## src/rtl/pfs_pkg.sv

```systemverilog
package pfs_pkg;
  localparam int unsigned VCODE_W = 8;
  typedef logic [VCODE_W-1:0] vcode_t;
endpackage

```

## src/rtl/pfs_tick.sv

```systemverilog
module pfs_tick #(
  parameter int unsigned DIV = 10
) (
  input  logic clk,
  input  logic rst_n,
  output logic tick
);
  localparam int unsigned CW = (DIV > 1) ? $clog2(DIV) : 1;
  logic [CW-1:0] cnt;

  always_ff @(posedge clk or negedge rst_n) begin
    if (!rst_n) begin
      cnt  <= '0;
      tick <= 1'b0;
    end else if (cnt == CW'(DIV - 1)) begin
      cnt  <= '0;
      tick <= 1'b1;
    end else begin
      cnt  <= cnt + 1'b1;
      tick <= 1'b0;
    end
  end
endmodule

```

## src/rtl/pfs_flag_cell.sv

```systemverilog
module pfs_flag_cell (
  input  logic clk,
  input  logic rst_n,
  input  logic set_i,
  input  logic clr_i,
  output logic flag_o
);
  always_ff @(posedge clk or negedge rst_n) begin
    if (!rst_n) flag_o <= 1'b0;
    else if (set_i) flag_o <= 1'b1;
    else if (clr_i) flag_o <= 1'b0;
  end
endmodule

```

## src/rtl/pfs_ocp_timer.sv

```systemverilog
module pfs_ocp_timer #(
  parameter int unsigned TICKS = 200
) (
  input  logic clk,
  input  logic rst_n,
  input  logic ocp_i,
  input  logic tick_i,
  output logic hold_o,
  output logic restart_o
);
  localparam int unsigned TW = $clog2(TICKS + 1);
  logic [TW-1:0] remain;

  always_ff @(posedge clk or negedge rst_n) begin
    if (!rst_n) begin
      remain    <= '0;
      hold_o    <= 1'b0;
      restart_o <= 1'b0;
    end else begin
      restart_o <= 1'b0;
      if (ocp_i) begin
        remain <= TW'(TICKS);
        hold_o <= 1'b1;
      end else if (hold_o && tick_i) begin
        if (remain <= TW'(1)) begin
          remain    <= '0;
          hold_o    <= 1'b0;
          restart_o <= 1'b1;
        end else begin
          remain <= remain - 1'b1;
        end
      end
    end
  end
endmodule

```

## src/rtl/pwr_fault_sup.sv

```systemverilog
module pwr_fault_sup #(
  parameter int unsigned NUM_VIN    = 2,
  parameter int unsigned NUM_CH     = 4,
  parameter int unsigned CLK_HZ     = 200_000_000,
  parameter int unsigned TICK_HZ    = 1000,
  parameter int unsigned RESTART_MS = 200,
  localparam int unsigned NFAULT    = NUM_VIN + 1 + 2 * NUM_CH,
  localparam int unsigned NFLAG     = NUM_VIN + NFAULT
) (
  input  logic                                  clk,
  input  logic                                  rst_n,
  input  pfs_pkg::vcode_t [NUM_VIN-1:0]         vin_code,
  input  pfs_pkg::vcode_t [NUM_VIN-1:0]         warn_thr,
  input  pfs_pkg::vcode_t [NUM_VIN-1:0]         fault_thr,
  input  pfs_pkg::vcode_t                       temp_code,
  input  pfs_pkg::vcode_t                       temp_limit,
  input  logic [NUM_CH-1:0]                     ovp_in,
  input  logic [NUM_CH-1:0]                     ocp_in,
  input  logic [NFLAG-1:0]                      flag_clr,
  input  logic [NFLAG-1:0]                      alert_mask,
  output logic [NUM_VIN-1:0]                    warn_flags,
  output logic [NFAULT-1:0]                     fault_flags,
  output logic [NUM_CH-1:0]                     ch_on,
  output logic [NUM_CH-1:0]                     ch_restart,
  output logic                                  alert
);
  localparam int unsigned DIV     = (CLK_HZ / TICK_HZ > 0) ? CLK_HZ / TICK_HZ : 1;
  localparam int unsigned TICKS   = (RESTART_MS * TICK_HZ / 1000 > 0) ? RESTART_MS * TICK_HZ / 1000 : 1;
  localparam int unsigned OT_BIT  = NUM_VIN;
  localparam int unsigned OV_BASE = NUM_VIN + 1;
  localparam int unsigned OC_BASE = NUM_VIN + 1 + NUM_CH;

  logic [NFLAG-1:0]  set_v;
  logic [NFLAG-1:0]  flags;
  logic [NUM_CH-1:0] oc_hold;
  logic              tick;
  logic              global_off;

  pfs_tick #(.DIV(DIV)) tick_i (.clk(clk), .rst_n(rst_n), .tick(tick));

  // condition detection for every flag, in flag_clr layout
  always_comb begin
    set_v = '0;
    for (int i = 0; i < NUM_VIN; i++) begin
      set_v[i]           = (vin_code[i] <= warn_thr[i]);
      set_v[NUM_VIN + i] = (vin_code[i] <= fault_thr[i]);
    end
    set_v[NUM_VIN + OT_BIT] = (temp_code >= temp_limit);
    for (int c = 0; c < NUM_CH; c++) begin
      set_v[NUM_VIN + OV_BASE + c] = ovp_in[c];
      set_v[NUM_VIN + OC_BASE + c] = ocp_in[c];
    end
  end

  for (genvar f = 0; f < NFLAG; f++) begin : g_flag
    pfs_flag_cell cell_i (
      .clk(clk), .rst_n(rst_n), .set_i(set_v[f]), .clr_i(flag_clr[f]), .flag_o(flags[f])
    );
  end

  for (genvar c = 0; c < NUM_CH; c++) begin : g_ch
    pfs_ocp_timer #(.TICKS(TICKS)) oc_tmr_i (
      .clk(clk), .rst_n(rst_n), .ocp_i(ocp_in[c]), .tick_i(tick),
      .hold_o(oc_hold[c]), .restart_o(ch_restart[c])
    );
    assign ch_on[c] = !global_off && !fault_flags[OV_BASE + c] && !oc_hold[c];
  end

  assign warn_flags  = flags[NUM_VIN-1:0];
  assign fault_flags = flags[NFLAG-1:NUM_VIN];
  assign global_off  = |fault_flags[OT_BIT:0];
  assign alert       = |(flags & ~alert_mask);
endmodule

```

## config.mk

```make
export PLATFORM = sky130hd
export DESIGN_NAME = pwr_fault_sup
export DESIGN_NICKNAME = d
export VERILOG_FILES = /design/src/rtl/pfs_pkg.sv /design/src/rtl/pfs_tick.sv /design/src/rtl/pfs_flag_cell.sv /design/src/rtl/pfs_ocp_timer.sv /design/src/rtl/pwr_fault_sup.sv
export SDC_FILE = /design/constraint.sdc
export NUM_CORES = 1
export LEC_CHECK = 0
export ABC_AREA = 1
export BUFFER_PORTS_ARGS = -buffer_cell sky130_fd_sc_hd__buf_2
export CORE_MARGIN = 4
export CORE_UTILIZATION = 49
export DETAILED_ROUTE_END_ITERATION = 8
export MAX_ROUTING_LAYER = met4
export PLACE_DENSITY = 0.83
export RECOVER_POWER = 25
export SKIP_LAST_GASP = 1
export SLEW_MARGIN = 20
export SYNTH_ARGS = -nofsm -noshare
export SYNTH_HDL_FRONTEND = slang
export SYNTH_SLANG_ARGS = --single-unit
```

## constraint.sdc

```tcl
create_clock -name clk -period 1.2 [get_ports clk]
set_input_delay 0.12 -clock clk [delete_from_list [all_inputs] [get_ports clk]]
set_output_delay 0.12 -clock clk [all_outputs]
set_load 0.01 [all_outputs]
```

==> results.md <==
- Top cell type's share of synthesized area: 36.92%
- Vias in the first global route: 4942
- Hold Crit Class: input port to flop
- Hpwl dp: 9479 µm
- Core Region: 0.009729 mm²
- H-tree Lvls: 3
- Critical-path cell list: inv_2, or2_4, o21ai_2, nor3_2, buf_4, nand3_2, buf_6
- Crit-path max cell delay: 400 ps
- Clk buf depth: 2
- Die width: 107.8 µm
- Critical-path top delay cell: dfrtp_1
- Setup WS pre-CTS: -123.6 ps
- Post-synth top area cell: dfrtp_1
- Number of synthesized flops with an enable pin: 0
- Setup TNS: -9072 ps
- Clock sink total: 72
- Filler cells: 621
- IO buf count: 121
- GRT Total Usage: 24.31%
- Routed vias/inst: 5.209
- Register bit count reported by yosys: 72
- Critical path arrival: 1550 ps
- IO Pins: 122
- 1st-pass router iterations: 5
- Worst setup margin: -471.6 ps
- Leakage power: 3.809 nW
- Final Hold Viols: 0
- Rows: 36
- Startpoint types: flop
- Maximum clock rate: 0.5982 GHz
- Worst-skew pair later-pin latency: 370 ps
- Synth unique cells: 26
- 1st-iter DRT viols: 366
- CTS tree: done
- Failing checks: negative setup slack
- Mean Syn Cell Area: 7.473 µm²
- Gpl congestion: 0.9048
- ANT nets after route: 0
- Vias: 5266
- CTS buffer count: 9
- Setup-failing EPs final: 59
- Total gr overflow: 0
- Die Y-Extent: 107.8 µm
- Initial Utilization: 50.15%
- Crit path max fanout: 2
- FF/Latch Area: 0.001812 mm²
- Post-Route WL: 16210 µm
- Layout cells sized above 1: 42.82%
- Global-route wire length before repair: 21900 µm
- Setup skew after layout: 13.77 ps
- Run status: complete, but fails checks
- Count leader, synth: nand2_1
- Post-layout min period: 1672 ps
- Ys flop type: dfrtp_1
- Number of remaining DRC errors: 0
- Net Count, Synth: 802
- YS warnings: 0
- Largest net degree at the start of global routing: 35
- Root Buffer: clkbuf_8
- Final Max Slew Viols: 0
- Synthesized cell area: 0.004880 mm²
- Nets: 1023
- Wire per inst: 16.03 µm
- Max_cap viols: 0
- Critical path class: flop to output port
- Data required, critical path: 1080 ps
- Worst rel slew slack: 71.36%
- VDD IR max: 0.0005336 V
- Clock slew at reported path FFs: 80 ps
- Measured slew at the worst slew-check pin: 429.7 ps
- Synth top cells by count: 148 x nand2_1, 118 x inv_1, 83 x nor2_1, 72 x dfrtp_1, 49 x ha_1
- Sequential area share after synthesis: 36.92%
- Layout area overhead: 49.87%
- Post-Synthesis Cells: 653
- RSZ-0062 raised after global routing: yes
- Crit share post-route: 139.3%
- PwrDens: 794.5 mW/mm²
- Critical path capture point type: output port
- Post-synthesis async set-or-reset flop share: 100.0%
- Initial antenna violation count: 0
- DIE AREA: 0.01162 mm²
- Largest cells by area after synthesis: dfrtp_1 37%, ha_1 13%, nand2_1 11%, inv_1 9.1%, nor2_1 6.4%
- ANT cells: 0
- Multi-input gate area: 0.003127 mm²
-- worst max-delay path: cells and delay by family (launching register included) --
family,cells,cell delay [ps]
flip-flops,1,400
AND/OR/NAND/NOR,3,380
buffers and inverters,3,350
AO/OA/AOI/OAI,1,50
-- per-stage QoR --
stage          total power [mW]  hold slack [ps]  instances  area, µm²  utilization [%]
6_report                  5.810            8.243       1011       7313            75.17
3_5_place_dp              3.427            4.084        948       5997            61.64
3_3_place_gp              3.404            1.482        948       5997            61.64
4_1_cts                   5.706           0.2921        997       6835            70.25
2_1_floorplan             3.013           -175.6        653       4890                -
5_1_grt                   6.026            15.18       1011       7313            75.17
-- flip-flops by register name (all words and copies together), names as in the netlist --
name                     cells
tick_i.tick                  1
g_ch.oc_tmr_i.remain        32
g_flag.cell_i.flag_o        13
g_ch.oc_tmr_i.hold_o         4
g_ch.oc_tmr_i.restart_o      4
tick_i.cnt                  18
-- placed cells by master (no fill, tap or decap), drive strengths merged, types with 15 or more instances in the layout --
master / Yosys / routed
a21oi: 29 / 29
buf: 17 / 210
dfrtp: 72 / 72
dlygate4sd3: 0 / 15
ha: 49 / 49
inv: 118 / 117
nand2: 148 / 148
nand3: 38 / 38
nor2: 88 / 88
o21ai: 24 / 24
xor2: 23 / 23
-- metal layers --
layer | wire length, µm | track usage (%) | vias to the layer above
li1 | - | - | 2465
met1 | 6061 | 26.60 | 2497
met2 | 8580 | 44.27 | 249
met3 | 970 | 3.719 | 55
met4 | 597 | 9.288 | 0
met5 | 0 | - | -
-- worst paths after layout --
path	cells after the start	end	slack [ps]	from
worst max-delay path	7	alert	-470	g_flag[9].cell_i.flag_o$_DFFE_PN0P_
worst min-delay path	2	g_ch[0].oc_tmr_i.restart_o$_DFF_PN0_	8	ocp_in[0]
worst max register to register	7	tick_i.cnt[17]$_DFF_PN0_	-340	tick_i.cnt[3]$_DFF_PN0_
worst min register to register	2	g_ch[2].oc_tmr_i.remain[1]$_DFFE_PN0P_	510	g_ch[2].oc_tmr_i.remain[1]$_DFFE_PN0P_
max in group asynchronous	3	g_ch[1].oc_tmr_i.remain[2]$_DFFE_PN0P_	200	rst_n
min in group asynchronous	2	g_ch[0].oc_tmr_i.restart_o$_DFF_PN0_	220	rst_n
-- final cells by class --
type | count | share of cell area [%]
multi-input combinational | 446 | 42.75
inverter | 118 | 6.262
clock inverter | 3 | 0.8896
timing repair buffer | 227 | 20.92
sequential | 72 | 24.77
tap | 133 | 2.275
clock buffer | 12 | 2.121
-- timing repair --
action                     CTS  global route
gates resized for setup     90           111
buffers inserted            19            21
setup endpoints to repair   56            64
pin swaps                   38            38
hold buffers                15             0
hold endpoints to repair    83             0
-- kinds of logic (layout without fill, tap and decap cells) --
group           Yosys count  in the layout  share of synthesized area (%)
xor+xnor                 29             29                          5.205
compound gates           68             68                          7.795
simple gates            300            300                          25.82
fa+ha+maj                49             49                          12.56
buf+inv                 135            360                          11.69
flops                    72             72                          36.92
-- power breakdown --
group / leakage [nW] / total [mW] / switching [mW] / internal (mW)
sequential: 0.848 / 2.52 / 0.0428 / 2.48
combinational: 2.85 / 1.06 / 0.554 / 0.504
clock: 0.112 / 2.23 / 0.958 / 1.27
No activity file was read; power rests on OpenSTA's default activity.
